==> config.mk <==
export PLATFORM = sky130hd
export DESIGN_NAME = evt_pair_counter
export DESIGN_NICKNAME = d
export VERILOG_FILES = /design/src/rtl/evt_cnt_pkg.sv /design/src/rtl/evt_sync.sv /design/src/rtl/evt_cnt.sv /design/src/rtl/evt_regs.sv /design/src/rtl/evt_pair_counter.sv
export SDC_FILE = /design/constraint.sdc
export NUM_CORES = 1
export LEC_CHECK = 0
export BUFFER_PORTS_ARGS = -buffer_cell sky130_fd_sc_hd__buf_2
export CELL_PAD_IN_SITES_DETAIL_PLACEMENT = 1
export CELL_PAD_IN_SITES_GLOBAL_PLACEMENT = 1
export CORE_MARGIN = 2
export CORE_UTILIZATION = 40
export DETAILED_ROUTE_END_ITERATION = 6
export PLACE_DENSITY = 0.79
export SLEW_MARGIN = 20
export SYNTH_ARGS = -nofsm -noshare
export SYNTH_HDL_FRONTEND = slang
export SYNTH_SLANG_ARGS = --single-unit
==> constraint.sdc <==
create_clock -name clk_i -period 2.2 [get_ports clk_i]
set_clock_uncertainty 0.15 [all_clocks]
set_input_delay 0.44 -clock clk_i [delete_from_list [all_inputs] [get_ports clk_i]]
set_output_delay 0.44 -clock clk_i [all_outputs]
set_load 0.1 [all_outputs]
==> src/rtl/evt_cnt_pkg.sv <==
package evt_cnt_pkg;
  localparam int ADDR_W = 2;
  localparam int DATA_W = 8;

  localparam logic [ADDR_W-1:0] ADDR_CTRL  = 2'd0;
  localparam logic [ADDR_W-1:0] ADDR_LO    = 2'd1;
  localparam logic [ADDR_W-1:0] ADDR_HI    = 2'd2;
  localparam logic [ADDR_W-1:0] ADDR_CKSTP = 2'd3;

  localparam int CTRL_CASC_BIT   = 0;
  localparam int CTRL_CLR_LO_BIT = 1;
  localparam int CTRL_CLR_HI_BIT = 2;
  localparam int CKSTP_RUN_BIT   = 3;

  typedef enum logic {
    SRC_OWN_PIN = 1'b0,
    SRC_LO_WRAP = 1'b1
  } hi_src_e;
endpackage

==> src/rtl/evt_sync.sv <==
module evt_sync #(
  parameter int STAGES = 2
) (
  input  logic clk_i,
  input  logic rst_ni,
  input  logic evt_i,
  output logic edge_o
);
  // sh[STAGES-1] is the synchronized level, sh[STAGES] its previous value
  logic [STAGES:0] sh_q;

  always_ff @(posedge clk_i or negedge rst_ni) begin
    if (!rst_ni) sh_q <= '0;
    else         sh_q <= {sh_q[STAGES-1:0], evt_i};
  end

  assign edge_o = sh_q[STAGES-1] & ~sh_q[STAGES];
endmodule

==> src/rtl/evt_cnt.sv <==
module evt_cnt #(
  parameter int W = 8
) (
  input  logic         clk_i,
  input  logic         rst_ni,
  input  logic         inc_i,
  input  logic         clr_i,
  output logic [W-1:0] cnt_o,
  output logic         wrap_o
);
  logic [W-1:0] cnt_q;

  always_ff @(posedge clk_i or negedge rst_ni) begin
    if (!rst_ni)    cnt_q <= '0;
    else if (clr_i) cnt_q <= '0;
    else if (inc_i) cnt_q <= cnt_q + 1'b1;
  end

  assign cnt_o  = cnt_q;
  assign wrap_o = inc_i & ~clr_i & (&cnt_q);
endmodule

==> src/rtl/evt_regs.sv <==
module evt_regs
  import evt_cnt_pkg::*;
#(
  parameter int DW = DATA_W
) (
  input  logic              clk_i,
  input  logic              rst_ni,
  input  logic              bus_sel_i,
  input  logic              bus_we_i,
  input  logic [ADDR_W-1:0] bus_addr_i,
  input  logic [DW-1:0]     bus_wdata_i,
  output hi_src_e           hi_src_o,
  output logic              run_o,
  output logic              clr_lo_o,
  output logic              clr_hi_o,
  output logic [DW-1:0]     ctrl_rd_o,
  output logic [DW-1:0]     ckstp_o
);
  logic    wr_ctrl, wr_ckstp;
  hi_src_e hi_src_q;
  logic [DW-1:0] ckstp_q;

  assign wr_ctrl  = bus_sel_i & bus_we_i & (bus_addr_i == ADDR_CTRL);
  assign wr_ckstp = bus_sel_i & bus_we_i & (bus_addr_i == ADDR_CKSTP);

  always_ff @(posedge clk_i or negedge rst_ni) begin
    if (!rst_ni) begin
      hi_src_q <= SRC_OWN_PIN;
      ckstp_q  <= '1;
    end else begin
      if (wr_ctrl)  hi_src_q <= hi_src_e'(bus_wdata_i[CTRL_CASC_BIT]);
      if (wr_ckstp) ckstp_q  <= bus_wdata_i;
    end
  end

  // clear bits are write-only strobes
  assign clr_lo_o  = wr_ctrl & bus_wdata_i[CTRL_CLR_LO_BIT];
  assign clr_hi_o  = wr_ctrl & bus_wdata_i[CTRL_CLR_HI_BIT];
  assign hi_src_o  = hi_src_q;
  assign run_o     = ckstp_q[CKSTP_RUN_BIT];
  assign ckstp_o   = ckstp_q;
  assign ctrl_rd_o = {{(DW-1){1'b0}}, hi_src_q};
endmodule

==> src/rtl/evt_pair_counter.sv <==
module evt_pair_counter
  import evt_cnt_pkg::*;
#(
  parameter int W           = DATA_W,
  parameter int SYNC_STAGES = 2
) (
  input  logic              clk_i,
  input  logic              rst_ni,
  input  logic              evt_lo_i,
  input  logic              evt_hi_i,
  input  logic              bus_sel_i,
  input  logic              bus_we_i,
  input  logic [ADDR_W-1:0] bus_addr_i,
  input  logic [W-1:0]      bus_wdata_i,
  output logic [W-1:0]      bus_rdata_o
);
  localparam int NCH = 2;
  localparam int LO  = 0;
  localparam int HI  = 1;

  logic [NCH-1:0] evt_raw, evt_edge;
  logic           inc_lo, inc_hi, wrap_lo, wrap_hi;
  logic           clr_lo, clr_hi, run;
  hi_src_e        hi_src;
  logic [W-1:0]   cnt_lo, cnt_hi, ctrl_rd, ckstp;

  assign evt_raw = {evt_hi_i, evt_lo_i};

  for (genvar g = 0; g < NCH; g++) begin : g_sync
    evt_sync #(.STAGES(SYNC_STAGES)) u_sync (
      .clk_i  (clk_i),
      .rst_ni (rst_ni),
      .evt_i  (evt_raw[g]),
      .edge_o (evt_edge[g])
    );
  end

  evt_regs #(.DW(W)) u_regs (
    .clk_i       (clk_i),
    .rst_ni      (rst_ni),
    .bus_sel_i   (bus_sel_i),
    .bus_we_i    (bus_we_i),
    .bus_addr_i  (bus_addr_i),
    .bus_wdata_i (bus_wdata_i),
    .hi_src_o    (hi_src),
    .run_o       (run),
    .clr_lo_o    (clr_lo),
    .clr_hi_o    (clr_hi),
    .ctrl_rd_o   (ctrl_rd),
    .ckstp_o     (ckstp)
  );

  assign inc_lo = run & evt_edge[LO];
  // cascade carry lands in the same cycle as the low wrap
  assign inc_hi = run & ((hi_src == SRC_LO_WRAP) ? wrap_lo : evt_edge[HI]);

  evt_cnt #(.W(W)) u_cnt_lo (
    .clk_i  (clk_i),
    .rst_ni (rst_ni),
    .inc_i  (inc_lo),
    .clr_i  (clr_lo),
    .cnt_o  (cnt_lo),
    .wrap_o (wrap_lo)
  );

  evt_cnt #(.W(W)) u_cnt_hi (
    .clk_i  (clk_i),
    .rst_ni (rst_ni),
    .inc_i  (inc_hi),
    .clr_i  (clr_hi),
    .cnt_o  (cnt_hi),
    .wrap_o (wrap_hi)
  );

  always_comb begin
    unique case (bus_addr_i)
      ADDR_CTRL:  bus_rdata_o = ctrl_rd;
      ADDR_LO:    bus_rdata_o = cnt_lo;
      ADDR_HI:    bus_rdata_o = cnt_hi;
      default:    bus_rdata_o = ckstp;
    endcase
  end

  logic unused_wrap_hi;
  assign unused_wrap_hi = wrap_hi;
endmodule

### Word level (Yosys, flattened, before mapping)

Cells that the tools add are included.

* register bits after elaboration: 31
* input bits: 16
* logic and storage cells: 35
* output and inout port bits: 8

* muxes and demuxes: 6
* $add $sub $neg: 2
* reductions and logical operators: 4
* bitwise gates (word level): 14
* equality and inequality tests: 3

Operators with widths (count)
* $mux W8: 4
* $pmux W8 S3: 1
* $add A8 B1 Y8 const B: 2
* $and A1 B1 Y1: 11
* $reduce_and A8 Y1: 1
* $eq A2 B2 Y1 const B: 2
* $reduce_bool A2 Y1: 2
* $not A1 Y1: 3
* $eq A2 B1 Y1 const B: 1
* $logic_not A2 Y1: 1
* $mux W1: 1

### Depth between registers and ports, before layout

Gate-level depths: netlist of the first run.

* depth after elaboration: 10
* gate-level depth with buffers: 5
* gate-level depth less buffers: 5

### By module

From an unflattened synthesis of the first run, not the netlist that was laid out.

* cell total of the unflattened synthesis: 131
* area total of the unflattened synthesis: 1669.1 µm²

By module, submodules not included
* evt_cnt: times used 2, cells an instance 39, sequential area each 200.2 µm², area each 404.1 µm²
* evt_regs: times used 1, cells an instance 32, sequential area each 235.2 µm², area each 464.2 µm²
* evt_pair_counter: times used 1, cells an instance 13, sequential area each 0.0 µm², area each 219.0 µm²
* evt_sync: times used 2, cells an instance 4, sequential area each 75.1 µm², area each 88.8 µm²

### Worst setup path before layout of the first run

OpenSTA, ideal clock, no wires.

* kind: input to output
* start: input port bus_addr_i[0]
* end: output port bus_rdata_o[1]
* setup slack: -0.156 ns
* arrival time: 1.766 ns
* required time: 1.610 ns
* stages on the path: 4
* buffers on the path: 2
* path through: buf_2 -> nor2b_1 -> clkbuf_1 -> a22o_1

* longest elaborated chain between the ends: 2
* elaborated cells between the ends (all ways): 4
* those cells by class: 2 x eq/ne; 1 x mux; 1 x reduce/logical

Ends and longest elaborated chain
* start: declaration: RTL line evt_pair_counter.sv:13 `input logic [ADDR_W-1:0] bus_addr_i,`
* $eq A2 B2 Y1, or another cell as far along: RTL line evt_pair_counter.sv:76 `unique case (bus_addr_i)`
* $pmux W8 S3 (*): RTL line evt_pair_counter.sv:76
* end: declaration: RTL line evt_pair_counter.sv:15 `output logic [W-1:0] bus_rdata_o`

Mark *: on every way between the ends. The rest lies on a longest branch, timed or not.

### Worst setup path in the final report of the first run

* start: register u_cnt_hi.cnt_q[0] (netlist: u_cnt_hi.cnt_o[0])
* end: output port bus_rdata_o[0]

* longest elaborated chain between the ends: 1

Ends and longest elaborated chain
* start: declaration: RTL line evt_cnt.sv:11 `logic [W-1:0] cnt_q;`
* start signal: assignment: RTL line evt_cnt.sv:16 `else if (inc_i) cnt_q <= cnt_q + 1'b1;`
* $pmux W8 S3: RTL line evt_pair_counter.sv:76

No other way between the ends.

==> impl_metrics.py, run 1 <==
metrics = {
    "die": {
        "dieArea_sq_um": 4640,
        "start_util_pct": 41.4,
        "die_w_um": 68.1,
        "fp-row-count": 23,
        "coreArea_sq_um": 3970,
        "ios": 24,
        "die_h_um": 68.1,
    },
    "finish": {
        "num_antenna_cells": 0,
        "fin_util_pct": 50.8,
        "drive_gt1_share_pct": 37.1,
        "nFillCells": 429,
        "fin_nets": 192,
        "syn2layout_area_growth_pct": 22.7,
        "fin_cells": 225,
    },
    "clock_network": {
        "hold_buffers": 0,
        "h-tree-depth": 2,
        "cts_resized": 0,
        "clock_latency_ns": 0.28,
        "root_buffer": "clkbuf_8",
        "cts.path.max_buffers": 2,
        "cts.sinks": 31,
        "cts_tree": "done",
        "postCtsSetupRepairBufs": 0,
        "clkTransAtPathRegs_ns": 0.07,
        "cts_made_buffers": 5,
    },
    "global_route": {
        "grtUsageMet3_pct": 5.26,
        "grt_max_degree": 32,
        "grt_pass1_wl_um": 6720,
        "top_usage_layer": "met2",
        "grt_usage_pct": 20.5,
        "grtUsageMet1_pct": 23.2,
        "antenna_found_initial": 0,
        "grtUsageMet2_pct": 36.7,
        "grt_pass1_vias": 1361,
        "overflow": 0,
    },
    "power_and_ir_drop": {
        "leakagePower_nw": 0.895,
        "vdd_drop_max_mv": 0.547,
        "total_power_mw": 2.25,
        "power-per-cell-area_nw_per_um2": 1110,
    },
    "setup_path": {
        "cp.required_ns": 1.61,
        "reg2reg_depth": 5,
        "startpoint_type": "register",
        "crit_arrival_ns": 1.54,
        "cp_max_fo": 7,
        "path_class": "register to output port",
        "endpoint_kind": "output port",
    },
    "sta": {
        "rsz0062_at_grt": "false",
        "finalCritPeriodShare_pct": 96.7,
        "relSlewSlack_pct": 55.4,
        "finalSetupViolations": 0,
        "maxSlewViolCount": 0,
        "max_freq_mhz": 470,
        "tns_ns": 0,
        "tightest_slew_ns": 0.669,
        "hold_viol_final": 0,
        "fin_crit_ns": 2.13,
    },
    "synthesis": {
        "ys_top_cells_by_count": "23 x dfrtp_1, 18 x nand2_1, 16 x mux2_2",
        "yosys_warnings": 0,
        "async_flop_share_pct": 100,
        "ys_top_cells_by_area": "dfrtp_1 35%, dfstp_2 13%, mux2_2 11%",
        "synthFlopType": "dfrtp_1",
        "avgSynthCellArea_sq_um": 11.0,
        "synth.most_common_cell": "dfrtp_1",
        "synth-seq-cells": 31,
        "synth_top_area_share_pct": 35.0,
        "syn-cell-area_sq_um": 1640,
        "syn_nets": 167,
        "synth-edff-count": 0,
        "synthCells": 149,
        "ys_types": 31,
        "synth_top_area_cell": "dfrtp_1",
        "seq_area_frac_synth_pct": 47.8,
    },
    "routing": {
        "viasPerCell": 5.59,
        "wl_per_cell_um": 18.1,
        "drtIter0Drc": 48,
        "firstDrtPassIters": 4,
        "ant_nets": 0,
        "drc": 0,
        "num_vias": 1257,
        "drt-total-wl_um": 4060,
    },
    "run_status": {
        "status": "finished clean",
    },
    "min_path": {
        "min_path_type": "input port to asynchronous set/reset pin",
    },
    "placed_design": {
        "port_buffers": 23,
        "dp_hpwl_um": 2970,
        "place.gp.congestion": 0.770,
        "dpl.cell_count": 217,
    },
    "run": {
        "drv_cap": 0,
    },
}
==> area by class of cell <==
class	count	area, sq um	area share [%]
multi-input combinational	113	848	42.1
sequential	31	786	39.0
timing repair buffer	23	220	10.9
clock buffer	8	100	4.96
tap	50	62.6	3.10
==> sequential cells by signal, summed over array words and instances (netlist names) <==
| register | flops |
|---|---|
| u_cnt_hi.cnt_o | 8 |
| u_cnt_lo.cnt_o | 8 |
| u_regs.ckstp_o | 8 |
| g_sync.u_sync.sh_q | 6 |
| u_regs.hi_src_o | 1 |
==> cells in the final DEF (no fill, tap or decap), types with 2 or more instances in the layout <==
cell type / count
ha_1: 2
nand3_1: 8
and4bb_1: 2
buf_2: 16
nand2_1: 18
and3_1: 4
clkbuf_8: 7
nand4_1: 5
buf_12: 7
nor3_1: 3
a22o_2: 7
nand2b_1: 8
a21oi_1: 3
or3_1: 2
dfrtp_1: 23
xnor2_1: 4
mux2i_1: 8
dfstp_2: 8
nor2_1: 5
mux2_2: 16
and4_1: 2
o21ai_0: 6
==> path summary, 6_finish.rpt <==
kind	start	to	slack, ns
max in group asynchronous	rst_ni	u_cnt_lo.cnt_o[5]$_DFFE_PN0P_	1.42
max	u_cnt_hi.cnt_o[0]$_DFFE_PN0P_	bus_rdata_o[0]	0.07
max reg2reg	u_cnt_lo.cnt_o[0]$_DFFE_PN0P_	u_cnt_hi.cnt_o[6]$_DFFE_PN0P_	0.21
min reg2reg	g_sync[1].u_sync.sh_q[0]$_DFF_PN0_	g_sync[1].u_sync.sh_q[1]$_DFF_PN0_	0.21
min	rst_ni	u_cnt_hi.cnt_o[5]$_DFFE_PN0P_	0.04
min in group clk_i	evt_lo_i	g_sync[0].u_sync.sh_q[0]$_DFF_PN0_	0.11
==> cells by family (layout without fill, tap and decap cells) <==
logic type | count (synthesis) | count (layout) | share of synthesized area [%]
and+or+nand+nor | 61 | 61 | 20.9
DFF | 31 | 31 | 47.8
muxes | 25 | 25 | 17.2
AOI/OAI and AO/OA | 20 | 20 | 8.60
xor gates and xnor gates | 5 | 5 | 2.66
buffers and inverters | 5 | 31 | 1.29
adders and majority gates | 2 | 2 | 1.52
==> worst max-delay path, cell delays in order, from the launching register on <==
cell and delay, ns:
dfrtp_1 0.46, mux4_2 0.48, buf_2 0.31
==> stage by stage <==
stage	setup slack (ns)	cell area (sq um)	hold WS [ns]
2_1_floorplan	0.133	1650	-0.00559
3_3_place_gp	0.110	1910	0.191
3_5_place_dp	0.0477	1910	0.190
4_1_cts	0.0388	2010	0.0635
5_1_grt	0.0267	2020	0.0834
6_report	0.0732	2020	0.0354
==> power by group <==
part	internal, mW	total (mW)	switching [mW]
combinational	0.340	0.830	0.491
clock	0.285	0.486	0.201
sequential	0.738	0.931	0.193
total	1.36	2.25	0.885
==> metal layers <==
layer  share of wire (%)  wire, um  vias up
met5                   0         0        -
met4                 1.1        44        0
met3                 3.5       143        5
met2                  54      2190       29
met1                  41      1680      629
li1                    -         -      594
Power figures use the tool's default switching activity.
==> inputs of run 2 (changes only) <==
CORE_ASPECT_RATIO = 1.4   (was default)
==> impl_metrics.py, run 2 (synthesis gave the netlist of run 1 again) <==
metrics = {
    "sta": {
        "fin_crit_ns": 2.12,
        "setup_ws_ns": 0.0778,
        "relSlewSlack_pct": 55.0,
        "max_freq_mhz": 471,
        "finalCritPeriodShare_pct": 96.5,
        "rsz0062_at_grt": "false",
        "hold_viol_final": 0,
        "maxSlewViolCount": 0,
        "tightest_slew_ns": 0.675,
        "finalSetupViolations": 0,
        "tns_ns": 0,
    },
    "global_route": {
        "antenna_found_initial": 0,
        "grt_pass1_vias": 1407,
        "grt_usage_pct": 20.6,
        "overflow": 0,
        "grt_max_degree": 32,
        "grt_pass1_wl_um": 7070,
    },
    "finish": {
        "final_cell_area_sq_um": 2010,
        "syn2layout_area_growth_pct": 22.4,
        "num_antenna_cells": 0,
        "mostFrequentLayoutCell": "dfrtp_1",
        "fin_nets": 194,
        "nFillCells": 422,
        "layout_common_cells": "23 x dfrtp_1, 18 x nand2_1, 16 x mux2_2, 16 x buf_2",
        "drive_gt1_share_pct": 38.4,
        "fin_util_pct": 50.9,
    },
    "min_path": {
        "min_path_type": "input port to asynchronous set/reset pin",
    },
    "setup_path": {
        "path_class": "register to output port",
        "rr_startpoint": "u_cnt_lo.cnt_o[0]$_DFFE_PN0P_",
        "endpoint_kind": "output port",
        "path_delay_family": "multiplexers",
        "max_stage_delay_ns": 0.49,
        "cp.required_ns": 1.61,
        "critPathSlowestCell": "mux4_2",
        "startpoint_type": "register",
        "cp_max_fo": 7,
        "worst-path-buf-inv": 1,
        "reg2reg_depth": 5,
        "crit_arrival_ns": 1.53,
        "reg2reg_slack_ns": 0.23,
        "worst_r2r_endpoint": "u_cnt_hi.cnt_o[6]$_DFFE_PN0P_",
        "cp_cell_sequence": "mux4_2 -> buf_2",
    },
    "routing": {
        "drtIter0Drc": 26,
        "firstDrtPassIters": 4,
        "viasPerCell": 5.95,
        "drc": 0,
        "wl_per_cell_um": 18.8,
        "drt-total-wl_um": 4130,
        "ant_nets": 0,
        "num_vias": 1310,
    },
    "clock_network": {
        "cts_made_buffers": 5,
        "cts.sinks": 31,
        "h-tree-depth": 2,
        "clkTransAtPathRegs_ns": 0.07,
        "hold_buffers": 0,
        "clock_latency_ns": 0.29,
        "postCtsSetupRepairBufs": 0,
        "cts.path.max_buffers": 2,
        "cts_tree": "done",
        "root_buffer": "clkbuf_8",
    },
    "die": {
        "dieArea_sq_um": 4650,
        "die_h_um": 79.9,
        "coreArea_sq_um": 3950,
        "start_util_pct": 41.6,
        "ios": 24,
        "die_w_um": 58.2,
        "fp-row-count": 27,
    },
    "placed_design": {
        "place.gp.congestion": 0.735,
        "port_buffers": 23,
        "dp_hpwl_um": 3040,
        "dpl_worst_slack_ns": 0.0122,
        "placed_cell_area_sq_um": 1920,
    },
    "power_and_ir_drop": {
        "vdd_drop_max_mv": 0.630,
        "leakagePower_nw": 0.894,
        "power-per-cell-area_nw_per_um2": 1100,
    },
    "run": {
        "drv_cap": 0,
    },
    "run_status": {
        "status": "finished clean",
    },
}
-- run 2: cell count changes in the layout (fill, tap and decap cells not counted) --
cell	previous run	this run
clkbuf_8	7	5
clkinvlp_4	0	2
clkbuf_1	1	0
clkinv_2	0	1
buf_4	0	2
-- run 2: how the worst max path moves through the flow --
stage               slack, ns                     startpoint  cells after the start        endpoint
global placement         0.07                  bus_addr_i[0]                      4  bus_rdata_o[4]
floorplan                0.13                  bus_addr_i[0]                      4  bus_rdata_o[1]
global route             0.04  u_cnt_hi.cnt_o[0]$_DFFE_PN0P_                      2  bus_rdata_o[0]
finish                   0.08  u_cnt_hi.cnt_o[0]$_DFFE_PN0P_                      2  bus_rdata_o[0]
detailed placement       0.01                  bus_addr_i[0]                      4  bus_rdata_o[5]
CTS                     0.009                  bus_addr_i[0]                      4  bus_rdata_o[5]
-- run 2: power by group --
part,internal [mW],switching [mW]
clock network,0.220,0.228
logic,0.341,0.494
registers,0.737,0.186
-- run 2: metrics by stage --
step / hold slack [ns] / power [mW] / instances
after floorplan: -0.00559 / 1.46 / 149
after global placement: 0.182 / 1.72 / 212
after detailed placement: 0.190 / 1.77 / 212
after CTS: 0.0640 / 2.23 / 220
after global routing: 0.0905 / 2.33 / 220
final: 0.0350 / 2.21 / 220
-- run 2: what timing repair did --
action                                  4_1_cts  5_1_grt
endpoints found under the setup margin        0        7
resized for setup                             0        1
endpoints found under the hold margin         0        0
-- run 2: worst register-to-register path: stages, from the launching register on --
cell,delay [ns]
dfrtp_1,0.42
ha_1,0.20
nand3_1,0.16
a211o_1,0.38
o31ai_1,0.35
mux2i_1,0.23
-- run 2: final cells by class --
type	count	area, sq um	share of cell area [%]
Clock buffer	5	68.8	3.42
Clock inverter	3	20.0	0.995
Multi-Input combinational cell	113	848	42.2
Sequential cell	31	786	39.1
Tap cell	43	53.8	2.67
Timing Repair Buffer	25	235	11.7
-- run 2: metal layers --
layer	global-route usage [%]	share of wire, %	wire length [um]	vias to the layer above
met4	9.77	2.3	95	0
met3	4.38	2.6	108	9
li1	-	-	-	595
met1	23.5	39	1610	686
met5	0	0	0	-
met2	35.9	56	2320	20
